## src/rtl/rxq_cong_pkg.sv

```systemverilog
package rxq_cong_pkg;

    // Operation applied to the congestion count on one edge
    typedef enum logic [2:0] {
        CNT_HOLD  = 3'd0,
        CNT_CLEAR = 3'd1,
        CNT_LOAD  = 3'd2,
        CNT_UP    = 3'd3,
        CNT_DOWN  = 3'd4
    } cnt_op_e;

    // Raw requests that compete for the count in one cycle
    typedef struct packed {
        logic clr;
        logic load;
        logic up;
        logic down;
    } cnt_req_t;

    // Priority: clear, then software load, then up/down (which cancel each other)
    function automatic cnt_op_e pick_op(input cnt_req_t r);
        cnt_op_e op;
        if (r.clr)                op = CNT_CLEAR;
        else if (r.load)          op = CNT_LOAD;
        else if (r.up && r.down)  op = CNT_HOLD;
        else if (r.up)            op = CNT_UP;
        else if (r.down)          op = CNT_DOWN;
        else                      op = CNT_HOLD;
        return op;
    endfunction

endpackage

```

## src/rtl/rxq_leak_timer.sv

```systemverilog
module rxq_leak_timer #(
    parameter int SEL_W     = 3,
    parameter int BASE_LOG2 = 10
) (
    input  logic             clk,
    input  logic             rst,
    input  logic [SEL_W-1:0] sel_i,
    input  logic             restart_i,
    output logic             leak_o
);
    localparam int TMR_W = BASE_LOG2 + (1 << SEL_W) - 1;

    logic [TMR_W-1:0] tmr_q;
    logic [TMR_W:0]   span;
    logic [TMR_W-1:0] last;
    int unsigned      shamt;

    always_comb begin
        shamt  = BASE_LOG2 + int'(sel_i);
        span   = {{TMR_W{1'b0}}, 1'b1} << shamt;
        last   = TMR_W'(span - 1'b1);
        leak_o = !restart_i && (tmr_q >= last);
    end

    always_ff @(posedge clk) begin
        if (rst)                       tmr_q <= '0;
        else if (restart_i || leak_o)  tmr_q <= '0;
        else                           tmr_q <= tmr_q + 1'b1;
    end
endmodule

```

## src/rtl/rxq_depth_detect.sv

```systemverilog
module rxq_depth_detect #(
    parameter int OCC_W = 8
) (
    input  logic             pkt_i,
    input  logic [OCC_W-1:0] used_i,
    input  logic [OCC_W-1:0] depth_i,
    input  logic             enable_i,
    output logic             hit_o
);
    always_comb hit_o = pkt_i && enable_i && (used_i >= depth_i);
endmodule

```

## src/rtl/rxq_cong_counter.sv

```systemverilog
module rxq_cong_counter
    import rxq_cong_pkg::*;
#(
    parameter int CNT_W = 16
) (
    input  logic             clk,
    input  logic             rst,
    input  cnt_req_t         req_i,
    input  logic [CNT_W-1:0] load_i,
    output logic [CNT_W-1:0] cnt_o
);
    localparam logic [CNT_W-1:0] CNT_MAX = '1;

    cnt_op_e          op;
    logic [CNT_W-1:0] cnt_q;
    logic [CNT_W-1:0] cnt_d;

    always_comb begin
        op = pick_op(req_i);
        unique case (op)
            CNT_CLEAR: cnt_d = '0;
            CNT_LOAD:  cnt_d = load_i;
            CNT_UP:    cnt_d = (cnt_q == CNT_MAX) ? cnt_q : cnt_q + 1'b1;
            CNT_DOWN:  cnt_d = (cnt_q == '0) ? cnt_q : cnt_q - 1'b1;
            default:   cnt_d = cnt_q;
        endcase
    end

    always_ff @(posedge clk) begin
        if (rst) cnt_q <= '0;
        else     cnt_q <= cnt_d;
    end

    assign cnt_o = cnt_q;
endmodule

```

## src/rtl/rxq_irq_flag.sv

```systemverilog
module rxq_irq_flag #(
    parameter int CNT_W = 16
) (
    input  logic             clk,
    input  logic             rst,
    input  logic [CNT_W-1:0] cnt_i,
    input  logic [CNT_W-1:0] lim_i,
    input  logic             clr_i,
    output logic             flag_o
);
    logic flag_q;
    logic reach;

    always_comb reach = (lim_i != '0) && (cnt_i >= lim_i);

    always_ff @(posedge clk) begin
        if (rst)        flag_q <= 1'b0;
        else if (clr_i) flag_q <= 1'b0;
        else if (reach) flag_q <= 1'b1;
    end

    assign flag_o = flag_q;
endmodule

```

## src/rtl/rxq_cong_mon.sv

```systemverilog
module rxq_cong_mon
    import rxq_cong_pkg::*;
#(
    parameter int CNT_W     = 16,
    parameter int OCC_W     = 8,
    parameter int SEL_W     = 3,
    parameter int BASE_LOG2 = 10,
    localparam int WORD_W   = 2 * CNT_W
) (
    input  logic              clk,
    input  logic              rst,
    input  logic              pkt_rx_i,
    input  logic [OCC_W-1:0]  bufs_used_i,
    input  logic [OCC_W-1:0]  depth_thr_i,
    input  logic [SEL_W-1:0]  leak_sel_i,
    input  logic              reg_wr_i,
    input  logic              reg_rd_i,
    input  logic [WORD_W-1:0] reg_wdata_i,
    output logic [WORD_W-1:0] reg_rdata_o,
    input  logic              irq_clr_i,
    input  logic              irq_en_i,
    output logic              irq_stat_o,
    output logic              irq_o
);
    logic [CNT_W-1:0] thr_q;
    logic [CNT_W-1:0] cnt_q;
    logic             hit_w;
    logic             leak_w;
    cnt_req_t         req;

    always_ff @(posedge clk) begin
        if (rst)           thr_q <= '0;
        else if (reg_wr_i) thr_q <= reg_wdata_i[CNT_W-1:0];
    end

    rxq_leak_timer #(.SEL_W(SEL_W), .BASE_LOG2(BASE_LOG2)) u_tmr (
        .clk(clk), .rst(rst), .sel_i(leak_sel_i),
        .restart_i(reg_rd_i), .leak_o(leak_w)
    );

    rxq_depth_detect #(.OCC_W(OCC_W)) u_det (
        .pkt_i(pkt_rx_i), .used_i(bufs_used_i), .depth_i(depth_thr_i),
        .enable_i(thr_q != '0), .hit_o(hit_w)
    );

    always_comb begin
        req.clr  = irq_clr_i;
        req.load = reg_wr_i;
        req.up   = hit_w;
        req.down = leak_w;
    end

    rxq_cong_counter #(.CNT_W(CNT_W)) u_cnt (
        .clk(clk), .rst(rst), .req_i(req),
        .load_i(reg_wdata_i[WORD_W-1:CNT_W]), .cnt_o(cnt_q)
    );

    rxq_irq_flag #(.CNT_W(CNT_W)) u_flag (
        .clk(clk), .rst(rst), .cnt_i(cnt_q), .lim_i(thr_q),
        .clr_i(irq_clr_i), .flag_o(irq_stat_o)
    );

    assign reg_rdata_o = {cnt_q, thr_q};
    assign irq_o       = irq_stat_o & irq_en_i;
endmodule

```

## config.mk

```make
export PLATFORM = sky130hd
export DESIGN_NAME = rxq_cong_mon
export DESIGN_NICKNAME = d
export VERILOG_FILES = /design/src/rtl/rxq_cong_pkg.sv /design/src/rtl/rxq_leak_timer.sv /design/src/rtl/rxq_depth_detect.sv /design/src/rtl/rxq_cong_counter.sv /design/src/rtl/rxq_irq_flag.sv /design/src/rtl/rxq_cong_mon.sv
export SDC_FILE = /design/constraint.sdc
export NUM_CORES = 1
export LEC_CHECK = 0
export ABC_AREA = 1
export BUFFER_PORTS_ARGS = -buffer_cell sky130_fd_sc_hd__clkbuf_2
export CAP_MARGIN = 20
export CORE_UTILIZATION = 55
export CTS_BUF_LIST = sky130_fd_sc_hd__clkbuf_4
export DETAILED_ROUTE_END_ITERATION = 12
export GPL_ROUTABILITY_DRIVEN = 0
export PLACE_DENSITY_LB_ADDON = 0.05
export SETUP_SLACK_MARGIN = 0.3
export SLEW_MARGIN = 5
export SYNTH_ARGS = -nofsm -noshare
export SYNTH_HDL_FRONTEND = slang
export SYNTH_SLANG_ARGS = --single-unit
export TNS_END_PERCENT = 10
```

## constraint.sdc

```tcl
create_clock -name clk -period 14 [get_ports clk]
set_input_delay 4.2 -clock clk [delete_from_list [all_inputs] [get_ports clk]]
set_output_delay 4.2 -clock clk [all_outputs]
set_load 0.1 [all_outputs]
```

==> impl_metrics.xml <==
<?xml version="1.0" encoding="UTF-8"?>
<metrics>
  <group name="timing">
    <metric name="clock.fmax" unit="GHz">0.1108</metric>
    <metric name="setup_repair_after_global_routing_missed_its_margin" unit="">false</metric>
    <metric name="final_hold_viol_count" unit="">0</metric>
    <metric name="timing.clock.skew" unit="ns">0.01647</metric>
    <metric name="period_needed" unit="ns">9.023</metric>
    <metric name="final.period_utilization" unit="%">64.45</metric>
    <metric name="fin_worst_hold_slack" unit="ns">0.5008</metric>
    <metric name="slew_viol_final" unit="">0</metric>
    <metric name="setup-tns-final" unit="ns">0</metric>
    <metric name="setup_viol" unit="">0</metric>
    <metric name="slew_headroom" unit="%">40.02</metric>
    <metric name="worst_pin_slew" unit="ns">0.8987</metric>
  </group>
  <group name="yosys">
    <metric name="commonest_cells_in_the_netlist" unit="">sky130_fd_sc_hd__nand2_1, sky130_fd_sc_hd__inv_1, sky130_fd_sc_hd__nor2_1</metric>
    <metric name="synth_enable_flop_cells" unit="">0</metric>
    <metric name="post_synthesis_cell_area" unit="um2">4159</metric>
    <metric name="synth_largest_type_area_fraction" unit="%">24.07</metric>
    <metric name="post_synth_num_cell_types" unit="">35</metric>
    <metric name="synth.yosys.warnings" unit="">0</metric>
    <metric name="synth.ff_latch_count" unit="">50</metric>
    <metric name="yosysMostFrequentCell" unit="">sky130_fd_sc_hd__nand2_1</metric>
    <metric name="synth.avg_cell_area" unit="um2">6.539</metric>
    <metric name="syn-instance-count" unit="">636</metric>
    <metric name="most_used_flip_flop_cell_after_synthesis" unit="">sky130_fd_sc_hd__dfxtp_1</metric>
    <metric name="top_post_synthesis_cells_by_area" unit="">sky130_fd_sc_hd__dfxtp_1, sky130_fd_sc_hd__ha_1, sky130_fd_sc_hd__nand2_1</metric>
    <metric name="yosysTopAreaCell" unit="">sky130_fd_sc_hd__dfxtp_1</metric>
    <metric name="synth.yosys.seq_area_share" unit="%">24.07</metric>
    <metric name="async_flop_share" unit="%">0</metric>
  </group>
  <group name="routing">
    <metric name="wl" unit="um">9985</metric>
    <metric name="wirelength_met1" unit="um">4997</metric>
    <metric name="maxUsedRoutingLayer" unit="">met4</metric>
    <metric name="met2_wirelength" unit="um">4315</metric>
    <metric name="first_iter_violations" unit="">173</metric>
    <metric name="via_count" unit="">4238</metric>
    <metric name="route.met3.wl" unit="um">587</metric>
    <metric name="drc" unit="">0</metric>
    <metric name="dr.pass1.iters" unit="">5</metric>
    <metric name="route.detailed.wl_per_inst" unit="um">12.10</metric>
    <metric name="via_per_inst" unit="">5.137</metric>
    <metric name="drt.antenna.violating_nets" unit="">0</metric>
  </group>
  <group name="power">
    <metric name="powerDensity" unit="nW/um2">77.08</metric>
    <metric name="p_leak" unit="nW">2.556</metric>
    <metric name="power.ir.vdd_worst" unit="mV">0.05340</metric>
  </group>
  <group name="floorplanning">
    <metric name="row_count" unit="">31</metric>
    <metric name="pin_count" unit="">92</metric>
    <metric name="floorplan.initialDensity" unit="%">57.04</metric>
    <metric name="die_width" unit="um">88.96</metric>
    <metric name="die_area" unit="um2">7914</metric>
    <metric name="floorplan.die.height" unit="um">88.96</metric>
    <metric name="fp.coreArea" unit="um2">7292</metric>
  </group>
  <group name="cts">
    <metric name="clk_pin_slew_worst_paths" unit="ns">0.15</metric>
    <metric name="post_cts.resized_instances" unit="">0</metric>
    <metric name="clk_root_buffer_cell" unit="">sky130_fd_sc_hd__clkbuf_4</metric>
    <metric name="cts_made_buffers" unit="">5</metric>
    <metric name="tritoncts_num_sinks" unit="">50</metric>
    <metric name="cts_max_level" unit="">2</metric>
    <metric name="clock_tree_from_tritoncts" unit="">done</metric>
    <metric name="max-clock-path-buffers" unit="">2</metric>
    <metric name="worstSkewPairLatency" unit="ns">0.37</metric>
    <metric name="cts.hold.buffers_added" unit="">0</metric>
    <metric name="cts_setup_buffers" unit="">0</metric>
  </group>
  <group name="critical_path">
    <metric name="critical_path_fanouts_max" unit="">1</metric>
    <metric name="critical_path.most_common_cell" unit="">sky130_fd_sc_hd__clkbuf_2</metric>
    <metric name="cp-start-kind" unit="">input pin</metric>
    <metric name="slowest_delay" unit="ns">0.44</metric>
    <metric name="worst_ep_arrival_time" unit="ns">4.82</metric>
    <metric name="critical_path.slowest_cell" unit="">sky130_fd_sc_hd__clkbuf_2</metric>
    <metric name="worst-endpoint-required" unit="ns">9.80</metric>
    <metric name="criticalPathCategory" unit="">in -&gt; out</metric>
    <metric name="cells_along_the_critical_path" unit="">clkbuf_2 &gt; nand2_1 &gt; inv_1 &gt; clkbuf_2</metric>
    <metric name="critical_path.endpoint_type" unit="">output port</metric>
  </group>
  <group name="place">
    <metric name="io_buffers" unit="">91</metric>
    <metric name="placed_cell_area" unit="um2">4669</metric>
    <metric name="detailedPlacementHpwl" unit="um">7974</metric>
  </group>
  <group name="final_layout">
    <metric name="area.growth.synth_to_final" unit="%">14.44</metric>
    <metric name="num-fill-cells" unit="">718</metric>
    <metric name="layout-drive-gt1-share" unit="%">15.29</metric>
    <metric name="finalNetCount" unit="">841</metric>
    <metric name="antennaDiodeCount" unit="">0</metric>
    <metric name="fin_area" unit="um2">4760</metric>
  </group>
  <group name="flow_run">
    <metric name="maxCapViolations" unit="">0</metric>
  </group>
  <group name="global_route">
    <metric name="antenna_found_initial" unit="">0</metric>
    <metric name="number_of_global_route_vias_before_repair" unit="">3605</metric>
    <metric name="globalRoute.totalOverflow" unit="">0</metric>
    <metric name="grt_start_max_net_pins" unit="">33</metric>
    <metric name="grtUsageTotal" unit="%">25.72</metric>
    <metric name="global_route_wire_length_before_repair" unit="um">16080</metric>
  </group>
  <group name="run_status">
    <metric name="status" unit="">complete, no violations</metric>
  </group>
  <group name="worst_hold_path">
    <metric name="worst_hold_path_type" unit="">reg -&gt; reg</metric>
  </group>
</metrics>
[worst max-delay path, delay by kind of cell]
kind	cells	cell delay [ns]
AND/OR/NAND/NOR	1	0.05
buffers and inverters	3	0.58
[per-layer routing]
| metal | global-route usage, % | up-vias |
|---|---|---|
| li1 | - | 2232 |
| met1 | 35.80 | 1880 |
| met2 | 43.15 | 117 |
| met3 | 3.324 | 9 |
| met4 | 4.762 | 0 |
| met5 | 0 | - |
[cells by family (layout without fill, tap and decap cells)]
| logic type | count (synthesis) | after routing | share of synthesized area [%] |
|---|---|---|---|
| flops | 50 | 50 | 24.07 |
| fa+ha+maj | 58 | 58 | 17.63 |
| xor+xnor | 23 | 23 | 4.844 |
| other cells | 1 | 3 | 0.09017 |
| buf+inv | 98 | 186 | 9.597 |
| simple gates | 318 | 318 | 32.64 |
| compound gates | 88 | 88 | 11.13 |
[final timing paths]
path	end	cells after the start	slack (ns)	startpoint
setup / recovery	irq_o	4	4.98	irq_en_i
hold / removal	thr_q[5]$_SDFFE_PP0P_	2	0.50	thr_q[5]$_SDFFE_PP0P_
setup reg to reg	u_cnt.cnt_o[15]$_SDFFE_PP0P_	20	10.45	u_tmr.tmr_q[14]$_SDFF_PP0_
hold reg to reg	thr_q[5]$_SDFFE_PP0P_	2	0.50	thr_q[5]$_SDFFE_PP0P_
[registers in the layout, summed over array words and instances (netlist names)]
name           flops
u_tmr.tmr_q       17
u_cnt.cnt_o       16
u_flag.flag_o      1
thr_q             16
[power by group]
part / internal [W] / switching (W) / leakage [nW]
Clock: 0.0000397 / 0.0000479 / 0.0419
Sequential: 0.000149 / 0.00000791 / 0.410
Combinational: 0.0000325 / 0.0000898 / 2.10
Total: 0.000221 / 0.000146 / 2.56
[cells in the final DEF (no fill, tap or decap), types with 2 or more instances in the layout]
master and n:
sky130_fd_sc_hd__nor2_2 2, sky130_fd_sc_hd__inv_2 2, sky130_fd_sc_hd__clkbuf_4 6, sky130_fd_sc_hd__nand2_1 169, sky130_fd_sc_hd__conb_1 3, sky130_fd_sc_hd__nor4_1 4
sky130_fd_sc_hd__xor2_1 14, sky130_fd_sc_hd__ha_1 57, sky130_fd_sc_hd__o21a_1 2, sky130_fd_sc_hd__a21oi_1 53, sky130_fd_sc_hd__inv_1 84, sky130_fd_sc_hd__nand3_2 2
sky130_fd_sc_hd__nand4_1 19, sky130_fd_sc_hd__dfxtp_1 50, sky130_fd_sc_hd__nand2_2 3, sky130_fd_sc_hd__nor3_1 6, sky130_fd_sc_hd__xnor2_1 9, sky130_fd_sc_hd__clkbuf_2 91
sky130_fd_sc_hd__o21bai_1 2, sky130_fd_sc_hd__o21ai_0 26, sky130_fd_sc_hd__nor2_1 80, sky130_fd_sc_hd__nor3b_1 2, sky130_fd_sc_hd__nand3_1 26
[final cells by class]
type                       instances  area [um2]  area share, %
timing repair buffer              92       462.9          9.727
tap                               99       123.9          2.603
multi-input combinational        490        2766          58.12
sequential                        50        1001          21.03
clock buffer                       6       45.04         0.9464
clock inverter                     2       37.54         0.7886
inverter                          86       322.8          6.782
[through the flow]
stage               utilization, %  setup WS [ns]  power [W]  cells
finish                       65.27          4.977  0.0003668    825
global route                 65.27          4.916  0.0003863    825
global placement             64.04          4.973  0.0002791    816
detailed placement           64.04          4.972  0.0002817    816
floorplan                        -          4.930  0.0002546    638
CTS                          65.17          4.970  0.0003675    824
(Power assumes the default switching activity.)
